File: config.mk
export PLATFORM = sky130hd
export DESIGN_NAME = imm_cmd_port
export DESIGN_NICKNAME = d
export VERILOG_FILES = /design/src/rtl/imm_cmd_pkg.sv /design/src/rtl/imm_addr_check.sv /design/src/rtl/imm_tick_gen.sv /design/src/rtl/imm_wait_timer.sv /design/src/rtl/imm_cmd_port.sv
export SDC_FILE = /design/constraint.sdc
export NUM_CORES = 1
export LEC_CHECK = 0
export ABC_AREA = 1
export BUFFER_PORTS_ARGS = -buffer_cell sky130_fd_sc_hd__buf_2
export CAP_MARGIN = 15
export CORE_MARGIN = 5
export CORE_UTILIZATION = 51
export CTS_BUF_LIST = sky130_fd_sc_hd__clkbuf_4 sky130_fd_sc_hd__clkbuf_8 sky130_fd_sc_hd__clkbuf_16
export DETAILED_ROUTE_END_ITERATION = 8
export PLACE_DENSITY = 0.8
export SLEW_MARGIN = 20
export SYNTH_ARGS = -nofsm -noshare
export SYNTH_HDL_FRONTEND = slang
export SYNTH_SLANG_ARGS = --single-unit
File: constraint.sdc
create_clock -name clk -period 2.9 [get_ports clk]
set_clock_uncertainty 0.2 [all_clocks]
set_input_delay 0.145 -clock clk [delete_from_list [all_inputs] [get_ports clk]]
set_output_delay 0.145 -clock clk [all_outputs]
set_load 0.02 [all_outputs]
File: src/rtl/imm_cmd_pkg.sv
// Shared constants for the immediate command port: register indices,
// status bit positions and the codec address field of a command word.
package imm_cmd_pkg;
    localparam int CMD_W      = 32;
    localparam int CAD_MSB    = 31;
    localparam int CAD_LSB    = 28;
    localparam int CAD_W      = CAD_MSB - CAD_LSB + 1;

    typedef enum logic [1:0] {
        RG_CMD  = 2'd0,
        RG_RESP = 2'd1,
        RG_STAT = 2'd2,
        RG_TMO  = 2'd3
    } reg_sel_e;

    localparam int ST_BUSY  = 0;
    localparam int ST_VALID = 1;
    localparam int ST_ERR   = 2;
endpackage

File: src/rtl/imm_addr_check.sv
// Extracts the codec address from a command word and reports whether it
// names a codec that exists. Assumes codecs occupy addresses 0..NUM_CODECS-1.
module imm_addr_check
    import imm_cmd_pkg::*;
#(
    parameter int NUM_CODECS = 15
) (
    input  logic [CMD_W-1:0] cmd,
    output logic [CAD_W-1:0] cad,
    output logic             cad_ok
);
    localparam int LIMIT_W = CAD_W + 1;

    // Field slice and range compare against the codec count.
    always_comb begin
        cad    = cmd[CAD_MSB:CAD_LSB];
        cad_ok = {1'b0, cad} < LIMIT_W'(NUM_CODECS);
    end
endmodule

File: src/rtl/imm_tick_gen.sv
// Prescaler for the reply timer: while enabled it emits one tick every
// TICK_DIV clocks, the first tick TICK_DIV clocks after it was restarted.
// Assumes restart and enable are driven from the same clock domain.
module imm_tick_gen #(
    parameter int TICK_DIV = 16
) (
    input  logic clk,
    input  logic rst_n,
    input  logic restart,
    input  logic en,
    output logic tick
);
    localparam int PRE_W = (TICK_DIV > 1) ? $clog2(TICK_DIV) : 1;
    localparam logic [PRE_W-1:0] PRE_LAST = PRE_W'(TICK_DIV - 1);

    logic [PRE_W-1:0] pre_q;

    // Tick fires on the last count of each interval.
    assign tick = en && (pre_q == PRE_LAST);

    // Interval counter: cleared on restart or when idle, wraps on a tick.
    always_ff @(posedge clk) begin
        if (!rst_n || restart || !en || tick) pre_q <= '0;
        else                                  pre_q <= pre_q + 1'b1;
    end

    // the interval count never passes the divider's last value
    pre_range_chk: assert property (@(posedge clk) disable iff (!rst_n)
        pre_q <= PRE_LAST);
endmodule

File: src/rtl/imm_wait_timer.sv
// Counts prescaled ticks of an outstanding command and flags expiry when the
// count reaches the limit captured at launch (a limit of 0 expires on the
// first tick). Assumes start is a one-cycle pulse before run goes high.
module imm_wait_timer #(
    parameter int TMO_W = 8
) (
    input  logic             clk,
    input  logic             rst_n,
    input  logic             start,
    input  logic             run,
    input  logic             tick,
    input  logic [TMO_W-1:0] limit,
    output logic             expire
);
    logic [TMO_W-1:0] tcnt_q;
    logic [TMO_W-1:0] lim_run_q;
    logic [TMO_W:0]   next_cnt;

    // Expiry when this tick makes the count reach the captured limit.
    always_comb begin
        next_cnt = {1'b0, tcnt_q} + (TMO_W+1)'(1);
        expire   = run && tick && (next_cnt >= {1'b0, lim_run_q});
    end

    // Tick counter and limit capture, both restarted at launch.
    always_ff @(posedge clk) begin
        if (!rst_n) begin
            tcnt_q    <= '0;
            lim_run_q <= '0;
        end else if (start) begin
            tcnt_q    <= '0;
            lim_run_q <= limit;
        end else if (run && tick) begin
            tcnt_q    <= next_cnt[TMO_W-1:0];
        end
    end

    // without a tick the count holds
    cnt_hold_chk: assert property (@(posedge clk) disable iff (!rst_n)
        (!start && !tick) |=> $stable(tcnt_q));

    // the captured limit stays fixed while the command runs
    lim_hold_chk: assert property (@(posedge clk) disable iff (!rst_n)
        (run && !start) |=> $stable(lim_run_q));
endmodule

File: src/rtl/imm_cmd_port.sv
// Immediate command port: command, response, status and timeout-limit words,
// a link request held while a command is outstanding, a codec address check
// and a prescaled reply timeout. Assumes software polls status; replies carry
// the address of the codec that sent them.
module imm_cmd_port
    import imm_cmd_pkg::*;
#(
    parameter int NUM_CODECS  = 15,
    parameter int TICK_DIV    = 16,
    parameter int TMO_W       = 8,
    parameter int TMO_DEFAULT = 50
) (
    input  logic             clk,
    input  logic             rst_n,
    input  logic             reg_wr,
    input  logic [1:0]       reg_addr,
    input  logic [31:0]      reg_wdata,
    output logic [31:0]      reg_rdata,
    output logic             link_req,
    output logic [31:0]      link_cmd,
    output logic [3:0]       link_addr,
    input  logic             link_rsp_valid,
    input  logic [3:0]       link_rsp_addr,
    input  logic [31:0]      link_rsp_data
);
    logic [CMD_W-1:0] cmd_q;
    logic [CMD_W-1:0] resp_q;
    logic [TMO_W-1:0] lim_q;
    logic             busy_q, valid_q, err_q;

    logic [CAD_W-1:0] cad;
    logic             cad_ok;
    logic             tick, expire;
    logic             cmd_wr, stat_wr, tmo_wr;
    logic             launch_req, launch_ok, launch_bad, rsp_hit, tmo_fire;

    imm_addr_check #(.NUM_CODECS(NUM_CODECS)) u_acheck (
        .cmd    (cmd_q),
        .cad    (cad),
        .cad_ok (cad_ok)
    );

    imm_tick_gen #(.TICK_DIV(TICK_DIV)) u_tick (
        .clk     (clk),
        .rst_n   (rst_n),
        .restart (launch_ok),
        .en      (busy_q),
        .tick    (tick)
    );

    imm_wait_timer #(.TMO_W(TMO_W)) u_timer (
        .clk    (clk),
        .rst_n  (rst_n),
        .start  (launch_ok),
        .run    (busy_q),
        .tick   (tick),
        .limit  (lim_q),
        .expire (expire)
    );

    // Decode of register writes, launches, matching replies and expiry.
    always_comb begin
        cmd_wr     = reg_wr && (reg_addr == RG_CMD);
        stat_wr    = reg_wr && (reg_addr == RG_STAT);
        tmo_wr     = reg_wr && (reg_addr == RG_TMO);
        launch_req = stat_wr && reg_wdata[ST_BUSY] && !busy_q;
        launch_ok  = launch_req && cad_ok;
        launch_bad = launch_req && !cad_ok;
        rsp_hit    = busy_q && link_rsp_valid && (link_rsp_addr == cad);
        tmo_fire   = expire && !rsp_hit;
    end

    // Command word: loadable only while no command is outstanding.
    always_ff @(posedge clk) begin
        if (!rst_n)                 cmd_q <= '0;
        else if (cmd_wr && !busy_q) cmd_q <= reg_wdata;
    end

    // Timeout limit word.
    always_ff @(posedge clk) begin
        if (!rst_n)      lim_q <= TMO_W'(TMO_DEFAULT);
        else if (tmo_wr) lim_q <= reg_wdata[TMO_W-1:0];
    end

    // Busy: set by a legal launch, cleared by a reply or expiry.
    always_ff @(posedge clk) begin
        if (!rst_n)                   busy_q <= 1'b0;
        else if (rsp_hit || tmo_fire) busy_q <= 1'b0;
        else if (launch_ok)           busy_q <= 1'b1;
    end

    // Valid: set by a reply, write-1-to-clear; a reply wins a collision.
    always_ff @(posedge clk) begin
        if (!rst_n)                                valid_q <= 1'b0;
        else if (rsp_hit)                          valid_q <= 1'b1;
        else if (stat_wr && reg_wdata[ST_VALID])   valid_q <= 1'b0;
    end

    // Error: set by expiry or a bad address, write-1-to-clear.
    always_ff @(posedge clk) begin
        if (!rst_n)                              err_q <= 1'b0;
        else if (tmo_fire || launch_bad)         err_q <= 1'b1;
        else if (stat_wr && reg_wdata[ST_ERR])   err_q <= 1'b0;
    end

    // Response word: reply data, or all ones on any failure.
    always_ff @(posedge clk) begin
        if (!rst_n)                        resp_q <= '0;
        else if (rsp_hit)                  resp_q <= link_rsp_data;
        else if (tmo_fire || launch_bad)   resp_q <= '1;
    end

    // Read mux and link-side outputs.
    always_comb begin
        unique case (reg_sel_e'(reg_addr))
            RG_CMD:  reg_rdata = cmd_q;
            RG_RESP: reg_rdata = resp_q;
            RG_STAT: reg_rdata = {29'd0, err_q, valid_q, busy_q};
            default: reg_rdata = {{(32-TMO_W){1'b0}}, lim_q};
        endcase
        link_req  = busy_q;
        link_cmd  = cmd_q;
        link_addr = cad;
    end


    cmd_hold_chk: assert property (@(posedge clk) disable iff (!rst_n)
        busy_q |=> $stable(cmd_q));


    launch_req_chk: assert property (@(posedge clk) disable iff (!rst_n)
        launch_ok |=> (link_req && link_cmd == $past(cmd_q)));


    rsp_capture_chk: assert property (@(posedge clk) disable iff (!rst_n)
        rsp_hit |=> (!busy_q && valid_q && resp_q == $past(link_rsp_data)));


    tmo_result_chk: assert property (@(posedge clk) disable iff (!rst_n)
        tmo_fire |=> (!busy_q && err_q && resp_q == '1));


    bad_addr_chk: assert property (@(posedge clk) disable iff (!rst_n)
        launch_bad |=> (!link_req && err_q && resp_q == '1));
endmodule

After elaboration in Yosys (flattened, before gate mapping)

Cells that the tools add are included.

Register bits after elaboration: 95
Bits in latches: 0
Memory bits (writable): 0
ROM bits: 0
Word-level logic and storage cells: 57
Memories: 0

Add/subtract/negate cells: 2
Multiply operators: 0
Div/mod/pow operators: 0
Magnitude comparators: 2
Equality and inequality tests: 5
Shift operators: 0
Multiplexer cells: 7
Bitwise logic cells: 1
Reduce and logical (&&, ||, !) cells: 31

Operators by type and width:

| cell                  | number |
|---|---|
| $pmux W32 S3          | 1 |
| $mux W32              | 2 |
| $logic_and A1 B1 Y1   | 16 |
| $add A8 B1 Y9 const B | 1 |
| $ge A9 B8 Y1          | 1 |
| $reduce_bool A2 Y1    | 3 |
| $logic_or A1 B1 Y1    | 5 |
| $add A4 B1 Y4 const B | 1 |
| $eq A2 B2 Y1 const B  | 2 |
| $eq A4 B4 Y1          | 1 |
| $eq A4 B4 Y1 const B  | 1 |
| $logic_not A1 Y1      | 4 |
| $lt A4 B4 Y1 const B  | 1 |
| $mux W1               | 4 |
| $reduce_or A2 Y1      | 2 |
| $eq A2 B1 Y1 const B  | 1 |
| $logic_not A2 Y1      | 1 |
| $not A1 Y1            | 1 |

Longest topological paths before layout

Gate-level depths: netlist of run 1.

Depth after elaboration: 8
Depth in mapped cells: 19
Gate-level depth less buffers: 18

Hierarchy

From an unflattened synthesis of run 1, not the netlist that was laid out.

Cell total of the unflattened synthesis: 761
Area total of the unflattened synthesis: 4902.2 µm²

By module, submodules not included:

| module         | times used | cells an instance | area an instance (µm²) | sequential area each (µm²) |
|---|---|---|---|---|
| imm_cmd_port   | 1          | 611               | 3811.2                 | 1501.4 |
| imm_wait_timer | 1          | 120               | 872.1                  | 320.3 |
| imm_tick_gen   | 1          | 21                | 170.2                  | 80.1 |
| imm_addr_check | 1          | 9                 | 48.8                   | 0.0 |

Worst setup path before layout of run 1

No wires, ideal clock.

Path type: register -> register
Start point: register u_timer.tcnt_q[0]
End point: register resp_q[22]
Arrival time: 1.985 ns
Data required time: 2.591 ns
Path slack: 0.606 ns
Cell stages (with the launch flop): 20
Buffers on the path: 1
Cell sequence: dfxtp_1 > inv_1 > nor3_1 > nand2_1 > nor2_1 > inv_1 > nand2_1 > inv_1 > ha_1 > nand2_1 > inv_1 > nand2_1 > nand2_1 > nand2_1 > nand2_1 > nand2_2 > buf_6 > nand4_1 > nand2_1 > inv_1

Cells in the longest elaborated chain, start to end: 6

RTL lines:

| item                         | line                 | source |
|---|---|---|
| start, declared              | imm_wait_timer.sv:15 | `logic [TMO_W-1:0] tcnt_q;` |
| start signal, assigned       | imm_wait_timer.sv:34 | `tcnt_q <= next_cnt[TMO_W-1:0];` |
| $add A8 B1 Y9                | imm_wait_timer.sv:21 | `next_cnt = {1'b0, tcnt_q} + (TMO_W+1)'(1);` |
| via u_timer.next_cnt[5]      | imm_wait_timer.sv:17 | `logic [TMO_W:0] next_cnt;` |
| $ge A9 B8 Y1                 | imm_wait_timer.sv:22 | `expire = run && tick && (next_cnt >= {1'b0, lim_run_q});` |
| $logic_and A1 B1 Y1          | imm_wait_timer.sv:22 |  |
| $logic_and A1 B1 Y1          | imm_cmd_port.sv:70   | `tmo_fire = expire && !rsp_hit;` |
| $logic_or A1 B1 Y1           | imm_cmd_port.sv:110  | `else if (tmo_fire \|\| launch_bad) resp_q <= '1;` |
| $reduce_bool A2 Y1 (no line) | -                    |  |
| end signal, assigned         | imm_cmd_port.sv:109  | `else if (rsp_hit) resp_q <= link_rsp_data;` |
| end, declared                | imm_cmd_port.sv:27   | `logic [CMD_W-1:0] resp_q;` |

The timed path passes the listed nets, and every way through them passes these cells.
A chain may end at the register's enable or synchronous reset.

Worst setup path after layout of run 1

Start point: register u_timer.tcnt_q[0]
End point: register resp_q[27]

Same word-level chain as after synthesis.

==> run_results.csv, run 1 <==
group,metric,value,unit
synth,syn_nets,754,
setup_path,cp.arrival,2.73,ns
setup_path,crit_path_top_delay_cell,"dfxtp_1",
worst_hold_path,min_path_type,"in -> reg",
timing,slew_headroom,0.4809,
clock_network,root_buffer,"clkbuf_8",
timing,rsz0062_at_grt,"false",
detailed_routing,drtAntennaViolNets,0,
detailed_routing,drcViolationCount,0,
global_route,grt_usage,0.2535,
synth,yosys_register_bits,95,
synth,netlist_instances,670,
flow_run,cap_viol_max_count,0,
setup_path,crit_top_cell,"nand2_1",
detailed_routing,avgViaCountPerCell,5.247,
timing,worst_slack,0.2200,ns
power,p_leak,3.299,nW
setup_path,crit_buf_inv,3,
clock_network,postCtsSetupBuffers,0,
clock_network,clock_latency,0.35,ns
setup_path,cp-start-kind,"flop",
synth,yosysSeqAreaShare,0.4107,
global_route,antenna_found_initial,0,
detailed_routing,routedWlPerCell,14.66,um
floorplanning,io_pins,143,
setup_path,critPathKind,"reg -> reg",
synth,synthTopCellsByArea,"dfxtp_1 (41%), inv_1 (11%), o21ai_0 (11%), nand2_1 (8.3%), nor2_1 (5.7%)",
synth,synth_cell_types,32,
floorplanning,die_area,0.01108,mm2
setup_path,crit_fanout,18,
placed_design,dpl.hpwl,9156,um
floorplanning,fp.dieW,105.3,um
detailed_routing,drtIter0Drc,360,
setup_path,cp_cell_sequence,"ha_1 -> nand3_2 -> nor2_1 -> xor2_1 -> ha_1 -> nand2_1 -> inv_1 -> nand2_1 -> nand2_1 -> nand2_1 -> nand2_1 -> nand2_2 -> buf_4 -> nand4_1 -> nand2_1 -> inv_1",
global_route,grt_max_degree,50,
timing,post-route-period-util,0.9241,
synth,ys_warn_count,0,
timing,period_minus_slack,2.680,ns
detailed_routing,vias,5079,
synth,syn_area_per_cell,6.911,um2
timing,drv_slew,0,
global_route,grt_pass1_vias,5012,
setup_path,crit_path_max_incr_delay,0.39,ns
clock_network,cts.sinks,95,
clock_network,cts_buffers,9,
power,ir_drop,0.3384,mV
setup_path,crit_family,"simple AND/OR/NAND/NOR gates",
placed_design,io_buffer_count,142,
setup_path,critPathRequiredTime,2.95,ns
clock_network,clk_pin_slew_worst_paths,0.09,ns
cells_and_area,syn2layout_area_growth,33.91,%
clock_network,cts-htree-levels,3,
floorplanning,die_y,105.3,um
synth,synth_top_cell_area_share,0.4107,
synth,synth_area_leader_cell,"dfxtp_1",
placed_design,place.gp.congestion,0.8575,
floorplanning,num_rows,34,
cells_and_area,drive_above_1_share,0.2061,
cells_and_area,final_nets,939,
power,power.density,443.5,mW/mm2
global_route,grt_pass1_wl,23370,um
outcome,outcome,"complete, no violations",
detailed_routing,drt_first_pass_iters,5,
floorplanning,start_util,0.5259,
global_route,grt-ovfl-total,0,
floorplanning,coreArea,0.008806,mm2
clock_network,clockBufferDepth,2,
cells_and_area,utilization,0.7042,
synth,netlist_area,0.004631,mm2
placed_design,pre_cts_ws,0.2986,ns
timing,finalSetupViolations,0,
timing,worst_pin_slew,0.7786,ns
timing,fmax,0.3731,GHz
setup_path,critPathCaptureType,"flop",
detailed_routing,wl,14190,um
timing,final.setup.tns,0,ns
timing,hold_viol_final,0,
clock_network,cts_tree,"done",
metal layers:
metal | share of wire | wire (um) | global-route usage
met1 | 0.40 | 5653 | 0.2965
met2 | 0.49 | 6996 | 0.4444
met3 | 0.077 | 1086 | 0.04768
met4 | 0.032 | 451 | 0.1237
met5 | 0 | 0 | 0
layout make-up:
cell class	instances	area (um2)
clock buffers	12	165.2
diodes	1	2.502
flip-flops and latches	95	1902
repair buffers	214	1424
multi-input cells	392	1971
inverters	143	536.8
clock inverters	3	65.06
well taps	108	135.1
fillers	701	2605
flip-flops by register name, summed over array words and instances, names as in the netlist:
name and flops:
err_q 1, lim_q 8, link_cmd 32, link_req 1
resp_q 32, u_tick.pre_q 4, u_timer.lim_run_q 8, u_timer.tcnt_q 8
valid_q 1
cell families after synthesis:
| kind of cell | synth area share |
|---|---|
| AND/OR/NAND/NOR | 0.2121 |
| buffers and inverters | 0.1654 |
| AO/OA/AOI/OAI | 0.1697 |
| flip-flops | 0.4107 |
| adder cells (fa/ha/maj) | 0.02702 |
| XOR/XNOR | 0.01513 |
synthesized netlist by cell type:
cell type and n:
nor3_2 1, o21ai_0 102, nor3_4 1, o221ai_1 3
or2_0 1, dfxtp_1 95, buf_6 7, o22ai_1 5
buf_4 4, nand3_1 11, nor3_1 1, nor2_1 70
nand3_2 2, buf_1 1, xor2_1 6, inv_1 139
o211ai_1 2, clkbuf_1 19, nor3b_1 1, nand4_1 33
a21oi_1 31, a221oi_1 1, ha_1 10, xnor2_1 2
nand2_2 1, a21oi_2 1, nand2_1 103, o21bai_1 2
inv_2 4, o2111ai_1 1, buf_2 9, a31oi_1 1
final timing paths:
| check | startpoint | to | slack, ns | depth (start not counted) |
|---|---|---|---|---|
| max reg2reg | u_timer.tcnt_q[0]$_SDFFE_PP0P_ | resp_q[27]$_SDFFE_PN0P_ | 0.22 | 16 |
| min reg2reg | lim_q[2]$_SDFFE_PN0P_ | lim_q[2]$_SDFFE_PN0P_ | 0.26 | 2 |
| max | u_timer.tcnt_q[0]$_SDFFE_PP0P_ | resp_q[27]$_SDFFE_PN0P_ | 0.22 | 16 |
| min | reg_wr | valid_q$_SDFFE_PN0P_ | 0.02 | 6 |
report_power, final:
group | internal, mW | switching (mW) | leakage (nW)
registers | 1.34 | 0.0258 | 0.771
logic | 0.169 | 0.218 | 2.41
clock network | 0.551 | 0.447 | 0.118
total | 2.06 | 0.691 | 3.30
stage by stage:
stage / total power [mW] / hold slack, ns / instance area [um2] / instances
final: 2.750 / 0.02280 / 6201 / 968
after global routing: 2.852 / 0.09422 / 6198 / 967
after CTS: 2.745 / 0.01238 / 6193 / 967
after detailed placement: 1.702 / 0.1860 / 5323 / 888
after global placement: 1.696 / 0.1859 / 5323 / 888
after floorplan: 1.577 / 0.07132 / 4631 / 670
repair_timing:
action,CTS,global route
endpoints found under the hold margin,73,0
hold buffers,64,0
gates resized for setup,0,1
setup endpoints to repair,0,29
worst register-to-register path: cells and delay by family (launching register included):
kind / cells / cell delay, ns
fa+ha+maj: 2 / 0.52
flops: 1 / 0.39
buf+inv: 3 / 0.31
xor+xnor: 1 / 0.23
simple gates: 10 / 0.93
cells in the final DEF, fill, tap and decap left out, drive strengths merged:
master	netlist	final
a21oi	32	32
a221oi	1	1
a31oi	1	1
buf	21	150
bufinv	0	2
clkbuf	19	12
clkinv	0	1
dfxtp	95	95
diode	0	1
dlygate4sd3	0	64
ha	10	10
inv	143	143
nand2	104	104
nand3	13	13
nand4	33	33
nor2	70	70
nor3	3	3
nor3b	1	1
o2111ai	1	1
o211ai	2	2
o21ai	102	102
o21bai	2	2
o221ai	3	3
o22ai	5	5
or2	1	1
xnor2	2	2
xor2	6	6
(Power assumes the default switching activity.)
==> run 2: changes to the inputs <==
--- a/config.mk
+++ b/config.mk
@@ -5,7 +5,7 @@
 export SDC_FILE = /design/constraint.sdc
 export NUM_CORES = 1
 export LEC_CHECK = 0
-export ABC_AREA = 1
+export ABC_AREA = 0
 export BUFFER_PORTS_ARGS = -buffer_cell sky130_fd_sc_hd__buf_2
 export CAP_MARGIN = 15
 export CORE_MARGIN = 5
==> run 2 against run 1 <==
Effect of this change: non-clock buffer count up 6; first-iteration DRC count down 33%; cell count decreased by 19%; area after synthesis decreased by 4.6%; critical path depth fell by 3; sequential share of layout area increased by 0.26 points; global-route usage rose by 0.89 points; clock power is 2.1% lower; core utilization is 1.2 points higher; worst hold slack better by 0.12 ns; sequential cell count stayed put; die area decreased by 4.2%; critical path type unchanged; largest power group unchanged.
==> run_results.csv, run 2 <==
group,metric,value,unit
synth,ys_async_sr_fraction,0,
placed_design,dpl.hpwl,8312,um
power,p_leak,2.778,nW
cells_and_area,fin_cells,786,
global_route,grt_pass1_wl,21710,um
synth,synth_top_cell_area_share,0.4307,
setup_path,critPathCaptureType,"flop",
power,p_int,2.005,mW
synth,syn_nets,561,
worst_hold_path,min_path_type,"in -> reg",
timing,slew_headroom,0.4832,
setup_path,critPathRequiredTime,2.95,ns
timing,final.setup.tns,0,ns
synth,ys.flop_type,"dfxtp_1",
outcome,outcome,"complete, no violations",
synth,post-synth-top-count-cell,"dfxtp_1",
power,power.clock.fraction,0.366,
setup_path,cp.arrival,2.90,ns
clock_network,clockBufferDepth,2,
synth,synthTopCellsByArea,"dfxtp_1 (43%), mux2i_1 (8.4%), o221a_1 (8.2%), nand2_1 (8.0%), a21boi_1 (6.5%)",
clock_network,cts.sinks,95,
power,switching_share,0.2496,
detailed_routing,drtAntennaViolNets,0,
setup_path,crit_fanout,16,
synth,syn_area_per_cell,9.257,um2
worst_hold_path,worstHoldStart,"reg_wr",
timing,fmax,0.3518,GHz
placed_design,dp_cells,701,
flow_run,cap_viol_max_count,0,
timing,drv_slew,0,
setup_path,critPathKind,"reg -> reg",
global_route,grt_pass1_vias,4623,
timing,post-route-period-util,0.9803,
setup_path,r2r_slack,0.06,ns
global_route,antenna_found_initial,0,
worst_hold_path,holdPathStages,3,
cells_and_area,final_cell_mix,"buf_2 (142), nand2_1 (94), dfxtp_1 (93), dlygate4sd3_1 (65), nor2_1 (41)",
power,power.density,433.9,mW/mm2
cells_and_area,fillers,600,
floorplanning,start_util,0.5138,
global_route,grt_usage,0.2625,
synth,netlist_instances,477,
power,p_seq_frac,0.504,
detailed_routing,vias,4376,
timing,period_minus_slack,2.843,ns
timing,hold_ws,0.1406,ns
setup_path,r2r_cells,13,
synth,synth_cell_types,42,
power,p_sw,0.6670,mW
cells_and_area,utilization,0.7165,
setup_path,cp-start-kind,"flop",
clock_network,clock_latency,0.36,ns
placed_design,place.gp.congestion,0.8330,
clock_network,cts_buffers,9,
cells_and_area,drive_above_1_share,0.2851,
synth,netlist_area,0.004415,mm2
floorplanning,die_area,0.01062,mm2
clock_network,cts_tree,"done",
detailed_routing,routedWlPerCell,18.04,um
detailed_routing,drcViolationCount,0,
floorplanning,die_y,103.0,um
clock_network,cts-htree-levels,3,
clock_network,clk_pin_slew_worst_paths,0.09,ns
placed_design,io_buffer_count,142,
cells_and_area,syn2layout_area_growth,39.44,%
detailed_routing,wl,14180,um
synth,synth_area_leader_cell,"dfxtp_1",
floorplanning,fp.dieW,103.0,um
synth,synth_edf_count,0,
detailed_routing,drt_first_pass_iters,5,
floorplanning,coreArea,0.008593,mm2
floorplanning,io_pins,143,
setup_path,r2r_end,"resp_q[10]$_SDFFE_PN0P_",
timing,finalSetupViolations,0,
synth,yosys_register_bits,95,
timing,worst_pin_slew,0.7752,ns
cells_and_area,multi_input_area,0.002355,mm2
detailed_routing,drtIter0Drc,243,
global_route,grt-ovfl-total,0,
cells_and_area,mostFrequentLayoutCell,"buf_2",
power,ir_drop,0.3555,mV
worst_hold_path,min_to,"lim_q[1]$_SDFFE_PN1P_",
synth,ys_warn_count,0,
synth,yosysSeqAreaShare,0.4307,
power,combPwrFrac,0.130,
floorplanning,num_rows,34,
clock_network,root_buffer,"clkbuf_8",
cells_and_area,final_nets,757,
setup_path,regToRegStartpoint,"u_timer.tcnt_q[0]$_SDFFE_PP0P_",
synth,netlist_top_cells_count,"dfxtp_1 (95), nand2_1 (94), nor2_1 (42), a21boi_1 (38), mux2i_1 (37)",
timing,hold_viol_final,0,
global_route,grt_max_degree,73,
detailed_routing,avgViaCountPerCell,5.567,
cells_and_area,regArea,0.001904,mm2
[run 2: cell types whose count changed after synthesis, moves of 27 or more]
cell,before,now
inv_1,139,12
o21ai_0,102,7
a21boi_1,0,38
mux2i_1,0,37
nand4_1,33,1
o221a_1,0,32
nor2_1,70,42
a21oi_1,31,4
[run 2: area by class of cell]
class	instances	area share
Antenna cell	1	0.0004064
Clock buffer	10	0.02235
Clock inverter	5	0.01321
Inverter	12	0.007316
Multi-Input combinational cell	335	0.3824
Sequential cell	95	0.3093
Tap cell	108	0.02195
Timing Repair Buffer	220	0.2430
[run 2: metal layers]
metal  share of wire  vias up  track usage  wire length [um]
met2            0.51      222       0.4554              7194
met4           0.039        0       0.1285               557
met1            0.38     2059       0.2981              5345
li1                -     2042            -                 -
met5               0        -            0                 0
met3           0.076       53      0.06834              1079
[run 2: power by group through the flow]
stage / logic (mW) / registers, mW / clock network, mW
after global placement: 0.256 / 1.38 / 0
after CTS: 0.330 / 1.35 / 0.979
after detailed placement: 0.260 / 1.38 / 0
after global routing: 0.371 / 1.35 / 1.03
after floorplan: 0.135 / 1.39 / 0
final: 0.348 / 1.35 / 0.977
[run 2: stage by stage]
step	setup slack [ns]	area (um2)	total power, mW
global route	-0.04689	6155	2.751
floorplan	0.2179	4415	1.525
global placement	-0.1161	5175	1.631
detailed placement	-0.2271	5175	1.637
CTS	-0.007688	6061	2.655
finish	0.05724	6157	2.672
[run 2: cells by family after synthesis]
logic type               synth area share
flip-flops                         0.4307
buffers and inverters             0.05242
adder cells (fa/ha/maj)           0.02834
multiplexers                      0.09918
XOR/XNOR                          0.03769
AO/OA/AOI/OAI                      0.1791
AND/OR/NAND/NOR                    0.1726
[run 2: worst max-delay path: stages, from the launching register on]
cell and delay (ns):
dfxtp_2 0.37, buf_4 0.14, and3_1 0.16, nand3_2 0.13, nor2_2 0.16, xor2_1 0.17, ha_1 0.28, nand3_2 0.11
o221ai_2 0.13, a211oi_4 0.27, buf_12 0.17, o21ai_4 0.06, buf_12 0.18, o221a_1 0.21
[run 2: worst max-delay path by stage]
stage | slack, ns | cells after the start | startpoint | to
global route | -0.05 | 12 | u_timer.tcnt_q[1]$_SDFFE_PP0P_ | resp_q[2]$_SDFFE_PN0P_
finish | 0.06 | 13 | u_timer.tcnt_q[0]$_SDFFE_PP0P_ | resp_q[10]$_SDFFE_PN0P_
floorplan | 0.22 | 11 | u_timer.tcnt_q[0]$_SDFFE_PP0P_ | resp_q[10]$_SDFFE_PN0P_
detailed placement | -0.23 | 10 | u_timer.tcnt_q[1]$_SDFFE_PP0P_ | resp_q[27]$_SDFFE_PN0P_
global placement | -0.12 | 10 | u_timer.tcnt_q[1]$_SDFFE_PP0P_ | resp_q[18]$_SDFFE_PN0P_
CTS | -0.008 | 10 | u_timer.tcnt_q[1]$_SDFFE_PP0P_ | resp_q[27]$_SDFFE_PN0P_
[run 2: what timing repair did]
item,in CTS,in global routing
gates resized for setup,1,10
hold buffers,65,0
pin swaps,1,3
buffers inserted,0,2
cloned,1,1
setup endpoints to repair,32,32
endpoints found under the hold margin,74,0
